`config.mk`:
```
export PLATFORM = sky130hd
export DESIGN_NAME = farjump_resolver
export DESIGN_NICKNAME = d
export VERILOG_FILES = /design/src/rtl/farjump_pkg.sv /design/src/rtl/farjump_target.sv /design/src/rtl/farjump_addr_check.sv /design/src/rtl/farjump_frame.sv /design/src/rtl/farjump_resolver.sv
export SDC_FILE = /design/constraint.sdc
export NUM_CORES = 1
export LEC_CHECK = 0
export BUFFER_PORTS_ARGS = -buffer_cell sky130_fd_sc_hd__buf_2
export CAP_MARGIN = 30
export CORE_ASPECT_RATIO = 2
export CORE_UTILIZATION = 45
export CTS_BUF_LIST = sky130_fd_sc_hd__clkbuf_8
export CTS_CLUSTER_DIAMETER = 30
export DETAILED_ROUTE_END_ITERATION = 10
export PLACE_DENSITY = 0.73
export SLEW_MARGIN = 5
export SYNTH_ARGS = -nofsm -noshare
export SYNTH_HDL_FRONTEND = slang
export SYNTH_SLANG_ARGS = --single-unit
```
`constraint.sdc`:
```
create_clock -name clk -period 1.7 [get_ports clk]
set_input_delay 0.34 -clock clk [delete_from_list [all_inputs] [get_ports clk]]
set_output_delay 0.34 -clock clk [all_outputs]
set_load 0.01 [all_outputs]
```
`src/rtl/farjump_pkg.sv`:
```
package farjump_pkg;

  parameter int SZ_W   = 7;
  parameter int ROTG_W = 7;
  parameter int ROTF_W = 7;
  parameter int ROTP_W = 6;
  parameter int FRAME_W = 3 * SZ_W + ROTG_W + ROTF_W + ROTP_W;

  // Packed so that size-of-frame lands in the low bits of the saved image.
  typedef struct packed {
    logic [ROTP_W-1:0] rot_pr;
    logic [ROTF_W-1:0] rot_fr;
    logic [ROTG_W-1:0] rot_gr;
    logic [SZ_W-1:0]   sor;
    logic [SZ_W-1:0]   sol;
    logic [SZ_W-1:0]   sof;
  } frame_t;

  typedef enum logic {KIND_COND = 1'b0, KIND_CALL = 1'b1} br_kind_e;

endpackage

```
`src/rtl/farjump_target.sv`:
```
module farjump_target #(
  parameter int IP_W       = 64,
  parameter int IMM_W      = 60,
  parameter int SLOT_SHIFT = 4
) (
  input  logic [IP_W-1:0]  base_ip,
  input  logic [IMM_W-1:0] disp,
  output logic [IP_W-1:0]  target,
  output logic [IP_W-1:0]  fall_thru
);
  localparam int SCALED_W = IMM_W + SLOT_SHIFT;
  localparam logic [IP_W-1:0] SLOT_BYTES = IP_W'(1) << SLOT_SHIFT;

  logic [SCALED_W-1:0] scaled;
  logic [IP_W-1:0]     offset;

  always_comb begin
    scaled = {disp, {SLOT_SHIFT{1'b0}}};
    offset = IP_W'(scaled);
  end

  generate
    if (SCALED_W > IP_W) begin : g_wide_unused
      logic unused_hi;
      assign unused_hi = ^scaled[SCALED_W-1:IP_W];
    end
  endgenerate

  assign target    = base_ip + offset;
  assign fall_thru = base_ip + SLOT_BYTES;

endmodule

```
`src/rtl/farjump_addr_check.sv`:
```
module farjump_addr_check #(
  parameter int IP_W = 64,
  parameter int VA_W = 51,
  parameter int PA_W = 50
) (
  input  logic [IP_W-1:0] addr,
  input  logic            xlate_on,
  output logic            implemented
);
  localparam logic [IP_W-1:0] ONE = IP_W'(1);
  // Virtual: bits IP_W-4 .. VA_W-1 must be a sign extension.
  localparam logic [IP_W-1:0] VMASK = (ONE << (IP_W - 3)) - (ONE << (VA_W - 1));
  // Physical: bits IP_W-2 .. PA_W must be clear.
  localparam logic [IP_W-1:0] PMASK = (ONE << (IP_W - 1)) - (ONE << PA_W);

  logic [IP_W-1:0] vbits;
  logic [IP_W-1:0] pbits;
  logic            virt_ok;
  logic            phys_ok;

  always_comb begin
    vbits   = addr & VMASK;
    pbits   = addr & PMASK;
    virt_ok = (vbits == '0) || (vbits == VMASK);
    phys_ok = (pbits == '0);
    implemented = xlate_on ? virt_ok : phys_ok;
  end

endmodule

```
`src/rtl/farjump_frame.sv`:
```
module farjump_frame
  import farjump_pkg::*;
(
  input  frame_t          cur,
  input  logic            do_call,
  output frame_t          nxt,
  output logic [SZ_W-1:0] spill_cnt
);
  logic [SZ_W-1:0] outs_sz;

  always_comb begin
    // Locals never exceed the frame; clamp to keep a malformed input bounded.
    outs_sz   = (cur.sol > cur.sof) ? '0 : (cur.sof - cur.sol);
    spill_cnt = cur.sol;
    nxt       = cur;
    if (do_call) begin
      nxt.sof    = outs_sz;
      nxt.sol    = '0;
      nxt.sor    = '0;
      nxt.rot_gr = '0;
      nxt.rot_fr = '0;
      nxt.rot_pr = '0;
    end
  end

endmodule

```
`src/rtl/farjump_resolver.sv`:
```
module farjump_resolver
  import farjump_pkg::*;
#(
  parameter int IP_W   = 64,
  parameter int IMM_W  = 60,
  parameter int VA_W   = 51,
  parameter int PA_W   = 50,
  parameter int LSEL_W = 3,
  parameter int EC_W   = 6,
  parameter int PL_W   = 2
) (
  input  logic                clk,
  input  logic                rst_n,
  input  logic                req_valid,
  input  logic [IP_W-1:0]     cur_ip,
  input  logic [IMM_W-1:0]    disp,
  input  logic                is_call,
  input  logic                pred,
  input  logic [LSEL_W-1:0]   link_sel,
  input  logic                en_long,
  input  logic                xlate_on,
  input  logic                uia_fault_mode,
  input  logic                trap_taken_en,
  input  logic [6:0]          cur_sof,
  input  logic [6:0]          cur_sol,
  input  logic [6:0]          cur_sor,
  input  logic [6:0]          cur_rot_gr,
  input  logic [6:0]          cur_rot_fr,
  input  logic [5:0]          cur_rot_pr,
  input  logic [EC_W-1:0]     cur_ec,
  input  logic [PL_W-1:0]     cur_pl,
  output logic                rsp_valid,
  output logic [IP_W-1:0]     next_ip,
  output logic                taken,
  output logic                link_we,
  output logic [LSEL_W-1:0]   link_sel_q,
  output logic [IP_W-1:0]     link_data,
  output logic                prev_we,
  output logic [40:0]         prev_frame,
  output logic [EC_W-1:0]     prev_ec,
  output logic [PL_W-1:0]     prev_pl,
  output logic                frame_we,
  output logic [6:0]          new_sof,
  output logic [6:0]          new_sol,
  output logic [6:0]          new_sor,
  output logic [6:0]          new_rot_gr,
  output logic [6:0]          new_rot_fr,
  output logic [5:0]          new_rot_pr,
  output logic                preserve_req,
  output logic [6:0]          preserve_cnt,
  output logic                illegal_fault,
  output logic                unimpl_trap,
  output logic                taken_trap
);

  // ---------------- datapath pieces ----------------
  frame_t          fr_cur;
  frame_t          fr_nxt;
  logic [SZ_W-1:0] spill_cnt;
  logic [IP_W-1:0] tgt_ip;
  logic [IP_W-1:0] seq_ip;
  logic            tgt_impl;
  br_kind_e        kind;

  always_comb begin
    fr_cur.sof    = cur_sof;
    fr_cur.sol    = cur_sol;
    fr_cur.sor    = cur_sor;
    fr_cur.rot_gr = cur_rot_gr;
    fr_cur.rot_fr = cur_rot_fr;
    fr_cur.rot_pr = cur_rot_pr;
    kind          = is_call ? KIND_CALL : KIND_COND;
  end

  farjump_target #(.IP_W(IP_W), .IMM_W(IMM_W), .SLOT_SHIFT(4)) u_target (
    .base_ip   (cur_ip),
    .disp      (disp),
    .target    (tgt_ip),
    .fall_thru (seq_ip)
  );

  farjump_addr_check #(.IP_W(IP_W), .VA_W(VA_W), .PA_W(PA_W)) u_addr (
    .addr        (tgt_ip),
    .xlate_on    (xlate_on),
    .implemented (tgt_impl)
  );

  logic d_take;
  logic d_call_take;

  farjump_frame u_frame (
    .cur       (fr_cur),
    .do_call   (d_call_take),
    .nxt       (fr_nxt),
    .spill_cnt (spill_cnt)
  );

  // ---------------- next-state logic ----------------
  logic [IP_W-1:0] d_next_ip;
  logic            d_illegal;
  logic            d_unimpl;
  logic            d_ttrap;

  always_comb begin
    d_take      = en_long & pred;
    d_call_take = d_take & (kind == KIND_CALL);
    d_illegal   = ~en_long;
    d_unimpl    = d_take & ~uia_fault_mode & ~tgt_impl;
    d_ttrap     = d_take & trap_taken_en;
    if (!en_long)     d_next_ip = cur_ip;
    else if (d_take)  d_next_ip = tgt_ip;
    else              d_next_ip = seq_ip;
  end

  // ---------------- registers ----------------
  // Strobes: reset, then follow the request every cycle.
  always_ff @(posedge clk or negedge rst_n) begin
    if (!rst_n) begin
      rsp_valid     <= 1'b0;
      taken         <= 1'b0;
      link_we       <= 1'b0;
      prev_we       <= 1'b0;
      frame_we      <= 1'b0;
      preserve_req  <= 1'b0;
      illegal_fault <= 1'b0;
      unimpl_trap   <= 1'b0;
      taken_trap    <= 1'b0;
    end else begin
      rsp_valid     <= req_valid;
      taken         <= req_valid & d_take;
      link_we       <= req_valid & d_call_take;
      prev_we       <= req_valid & d_call_take;
      frame_we      <= req_valid & d_call_take;
      preserve_req  <= req_valid & d_call_take;
      illegal_fault <= req_valid & d_illegal;
      unimpl_trap   <= req_valid & d_unimpl;
      taken_trap    <= req_valid & d_ttrap;
    end
  end

  // Payload: loaded only when a request is present.
  always_ff @(posedge clk or negedge rst_n) begin
    if (!rst_n) begin
      next_ip      <= '0;
      link_sel_q   <= '0;
      link_data    <= '0;
      prev_frame   <= '0;
      prev_ec      <= '0;
      prev_pl      <= '0;
      new_sof      <= '0;
      new_sol      <= '0;
      new_sor      <= '0;
      new_rot_gr   <= '0;
      new_rot_fr   <= '0;
      new_rot_pr   <= '0;
      preserve_cnt <= '0;
    end else if (req_valid) begin
      next_ip      <= d_next_ip;
      link_sel_q   <= link_sel;
      link_data    <= seq_ip;
      prev_frame   <= fr_cur;
      prev_ec      <= cur_ec;
      prev_pl      <= cur_pl;
      new_sof      <= fr_nxt.sof;
      new_sol      <= fr_nxt.sol;
      new_sor      <= fr_nxt.sor;
      new_rot_gr   <= fr_nxt.rot_gr;
      new_rot_fr   <= fr_nxt.rot_fr;
      new_rot_pr   <= fr_nxt.rot_pr;
      preserve_cnt <= spill_cnt;
    end
  end

endmodule

```
Yosys cells after proc, flatten, opt, wreduce, memory -nomap -nowiden

Index checks and enable logic that the tools add are counted.

Flip-flop bits (word level): 234
Input port bits: 185
Output and inout bits: 237
Word-level logic and storage cells: 46

Add/subtract/negate cells: 3
Order comparisons: 1
Eq/ne operators: 1
Multiplexer cells: 6
Bitwise logic cells: 13
Reductions and logical operators: 3

Operators with widths:

| kind                                          | count |
|---|---|
| logical NOT 64 bit                            | 2 |
| 2-to-1 mux 64 bit                             | 2 |
| adder 64 x 5 -> 64 bit, second input constant | 1 |
| adder 64 bit                                  | 1 |
| 2-to-1 mux 41 bit                             | 1 |
| equality test 11 bit, second input constant   | 1 |
| bitwise AND 1 bit                             | 10 |
| greater-than comparator 7 bit                 | 1 |
| 2-to-1 mux 7 bit                              | 1 |
| subtractor 7 bit                              | 1 |
| NOT 1 bit                                     | 3 |
| 2-to-1 mux 1 bit                              | 2 |
| logical OR 1 bit                              | 1 |

Logic depth before layout (Yosys ltp)

Depth after elaboration: 7
Mapped depth: 14
Gate-level depth less buffers: 14

Hierarchy

A second synthesis with hierarchy kept.

Cell total of the unflattened synthesis: 1491
Area, all modules: 15584.9 um^2

By module, submodules not included:

| module             | times used | cells an instance | area an instance (um^2) | sequential area each (um^2) |
|---|---|---|---|---|
| farjump_resolver   | 1          | 718               | 10221.1                 | 5855.6 |
| farjump_target     | 1          | 666               | 4629.4                  | 0.0 |
| farjump_frame      | 1          | 98                | 665.6                   | 0.0 |
| farjump_addr_check | 1          | 9                 | 68.8                    | 0.0 |

Worst setup path after synthesis

OpenSTA, ideal clock, no wires.

Kind: in2reg
From: input cur_ip[4]
To: register unimpl_trap
Library setup time: 0.128 ns
Data arrival time: 3.274 ns
Required time: 1.572 ns
Setup slack: -1.702 ns
Cell stages on the path: 14
Buffers on the path: 0
Path through: ha_1 inv_1 fa_1 nor2b_1 o311a_1 o21ai_1 a2111oi_4 o21ai_1 a211oi_2 o31ai_1 or4_1 or4b_1 mux2i_1 a211oi_1

Word-level cells in the longest chain between the ends: 7
Elaborated cells on any way between the ends: 9
Classes of those cells: add/sub (1); eq/ne (1); mux (1); bitwise (3); reduce/logical (3)

Ends and longest elaborated chain:

| element                                                           | line                     | source |
|---|---|---|
| from (decl)                                                       | farjump_resolver.sv:15   | `input logic [IP_W-1:0] cur_ip,` |
| adder 64 bit *                                                    | farjump_target.sv:29     | `assign target = base_ip + offset;` |
| logical NOT 64 bit / equality test 11 bit (equally long branches) | farjump_addr_check.sv:24 | `virt_ok = (vbits == '0) \|\| (vbits == VMASK);` |
| logical OR 1 bit                                                  | farjump_addr_check.sv:24 |  |
| 2-to-1 mux 1 bit *                                                | farjump_addr_check.sv:26 | `implemented = xlate_on ? virt_ok : phys_ok;` |
| NOT 1 bit *                                                       | farjump_resolver.sv:108  | `d_unimpl = d_take & ~uia_fault_mode & ~tgt_impl;` |
| bitwise AND 1 bit *                                               | farjump_resolver.sv:108  |  |
| bitwise AND 1 bit *                                               | farjump_resolver.sv:136  | `unimpl_trap <= req_valid & d_unimpl;` |
| to (signal assigned)                                              | farjump_resolver.sv:136  |  |
| to (decl)                                                         | farjump_resolver.sv:52   | `output logic unimpl_trap,` |

Mark *: on every way between the ends. The rest lies on a longest branch, timed or not.
A chain may end at the register's enable or synchronous reset.

Worst setup path after layout

From: input cur_ip[10]
To: register unimpl_trap

Same word-level chain as after synthesis.

==> results.txt <==
status: complete, but fails checks
violated checks: hold timing, setup timing
global route overflow: 0
DRT antenna net count: 0
CTS Buf Count: 37
CTS tree: yes
clk_skew: 0 ns
final net count: 2999
# DRC: 0
Synth Area in Adders: 5.81%
sequential fraction of design power: 33.6%
Detailed Route Iter0 Violations: 1223
RSZ-0062 raised after global routing: true
FF-to-FF End: next_ip[63]
Worst slew margin: 61.8%
CP delay by family, top: compound AO/OA/AOI/OAI gates
commonest non-fill, non-tap cell in the layout: buf_4
area delta synth->final: 72.4%
Row Count: 94
Netlist Area Pre-Place: 15100 um^2
predominant post-synthesis flop cell: dfrtp_1
Initial Util: 45.9%
NetSw: 6.83 mW
multiplexer share of the synthesized area: 2.71%
Sink Count: 223
fraction of registers with async set or reset after synthesis: 100%
max-slew violations: 0
Max clock buf depth: 3
complex-gate fraction of the synthesized area: 24.5%
CP endpoint kind: register
Pre-antenna DRT Iters: 6
initial antenna violation count: 7
worst hold slack: -0.0177 ns
H-Tree Depth: 2
core footprint: 32900 um^2
Post-synth EDFFs: 0
root buffer cell: clkbuf_8
Max Clock Freq: 0.330 GHz
Comb power frac: 40.1%
Setup CP Type: primary input to register
period utilization: 178%
Final Hold Fails: 8
gp weighted congestion: 0.989
instance count on the critical path: 13
GRT Resource Usage Total: 40.9%
CP Cell Sequence: buf_8, ha_4, a21oi_4, o21ai_2, inv_1, a2111o_1, a211oi_4, o2111a_1, a211oi_2, or4_1, or4b_1, mux2i_1, a211oi_1
P_leak: 12.2 nW
syn_nets: 2066
worst path arrival time: 3.51 ns
DR WL/cell: 23.3 um
cell count after synthesis: 1812
Hold EP: prev_frame[37]
synthesized flop and latch total: 223
Max stage delay on crit path: 0.56 ns
WHS Path Cells: 3
FF-to-FF path depth: 3
sw frac: 36.9%
total power draw: 18.5 mW
Synth cell types: 83
Setup crit start kind: primary input
chip height: 261 um
Die W: 132 um
worst r2r src: next_ip[63]
largest net degree at the start of global routing: 73
vias in the first global route: 19393
Worst Setup SP: cur_ip[10]
Max-Cap Viols: 0
fin crit period: 3.03 ns
Seq/Total Area, Yosys: 36.9%
slowest cell on the critical path: a2111o_1
HP Start: cur_rot_pr[2]
Setup Viol. Count Final: 80
power per cell area: 710 nW/um^2
Fillers: 2121
flop2flop setup slack: 0.59 ns
clock network power share: 26.3%
xor and xnor area share after synthesis: 6.43%
setup ws final: -1.33 ns
io pins: 422
largest family of logic cells by synthesized area: compound AO/OA/AOI/OAI gates
CP max FO: 4
vias per inst: 5.93
required time worst endpoint: 2.18 ns
Vias: 19023
WL final: 74800 um
Clock Latency Late Sink: 0.60 ns
IO buf count: 421
Hold Path Class: primary input to register
layout cell share with drive strength beyond 1: 53.0%
Synth Warn #: 0
mean post-synth cell area: 8.34 um^2
Internal: 11.7 mW
Reg clk slew, reported paths: 0.06 ns
Layout Utilization: 79.1%
die area: 34400 um^2
first-pass GRT wire length: 107000 um
worst-margin pin slew: 0.570 ns
Max VDD drop: 0.869 mV
Bufs and invs on worst path: 2
dpl hpwl: 53600 um
Simple-Gate Fraction of Synth Area: 17.8%
commonest cells after routing, fill and taps aside: 446 x buf_4, 378 x buf_2, 223 x dfrtp_1
[worst max-delay path by stage]
| stage | to | slack [ns] |
|---|---|---|
| 6_report | unimpl_trap | -1.33 |
| 5_1_grt | unimpl_trap | -1.48 |
| 4_1_cts | unimpl_trap | -1.32 |
| 3_5_place_dp | unimpl_trap | -2.15 |
| 3_3_place_gp | next_ip[52] | -2.13 |
| 2_1_floorplan | unimpl_trap | -1.60 |
[flip-flops by register name (all words and copies together), names as in the netlist, 6 cells and up]
| signal | cells |
|---|---|
| prev_ec | 6 |
| prev_frame | 41 |
| new_sol | 7 |
| new_sor | 7 |
| new_rot_gr | 7 |
| new_rot_pr | 6 |
| link_data | 60 |
| next_ip | 64 |
| new_rot_fr | 7 |
| new_sof | 7 |
[worst reg2reg max path, cell delays in order, from the launching register on]
cell and delay, ns:
dfrtp_1 0.42, nor2b_1 0.15, a31o_2 0.21, a211o_1 0.22
[through the flow]
step / cells / cell area (um^2) / hold WS (ns) / worst slack (ns) / TNS, ns
floorplan: 1812 / 16100 / 0.0444 / -1.60 / -47.31
detailed placement: 3003 / 21800 / 0.208 / -2.15 / -114.14
finish: 3207 / 26100 / -0.0177 / -1.33 / -44.85
global route: 3207 / 26100 / -0.0203 / -1.48 / -49.50
CTS: 3177 / 25100 / 0.0000288 / -1.32 / -40.40
global placement: 3003 / 21800 / 0.208 / -2.13 / -113.11
[power groups by stage]
stage	clock, mW	sequential (mW)	combinational [mW]
finish	4.88	6.21	7.42
global route	5.11	6.25	7.82
CTS	4.87	6.19	6.79
detailed placement	0	6.27	5.98
global placement	0	6.26	5.89
floorplan	0	6.48	2.68
[routing by layer]
layer / track usage (%) / share of wire, % / up-vias
li1: - / - / 8313
met1: 37.0 / 31 / 9122
met2: 75.7 / 51 / 1112
met3: 7.51 / 6.5 / 470
met4: 39.8 / 11 / 6
met5: 0 / 0.056 / -
[cell usage after synthesis, types with 46 or more instances]
cell,n,share of area [%]
nor2_1,169,4.2
xor2_1,46,2.7
clkbuf_1,90,2.2
nand3_1,54,1.8
a21oi_1,179,5.9
xnor2_1,65,3.8
a21o_1,50,2.5
ha_1,67,5.5
dfrtp_1,223,37
inv_1,76,1.9
o21ai_0,179,5.9
nand2_1,198,4.9
[area by class of cell]
| cell class | count | area [um^2] | share of cell area [%] |
|---|---|---|---|
| multi-input cells | 1391 | 11300 | 43.5 |
| repair buffers | 1015 | 7540 | 29.0 |
| flip-flops and latches | 223 | 5580 | 21.4 |
| clock buffers | 42 | 578 | 2.22 |
| well taps | 432 | 541 | 2.07 |
| inverters | 77 | 317 | 1.21 |
| clock inverters | 24 | 161 | 0.619 |
| diodes | 3 | 7.51 | 0.0288 |
[what timing repair did]
action | in CTS | in global routing
resized for setup | 360 | 183
pin swaps | 195 | 156
buffers inserted | 108 | 49
hold buffers | 25 | 0
endpoints found under the hold margin | 247 | 0
setup endpoints to repair | 85 | 92
[cells by family after synthesis]
family	count (synthesis)
AO/OA/AOI/OAI	590
AND/OR/NAND/NOR	584
flip-flops	223
buffers and inverters	198
XOR/XNOR	111
adder cells (fa/ha/maj)	69
multiplexers	37
Power figures use the tool's default switching activity.
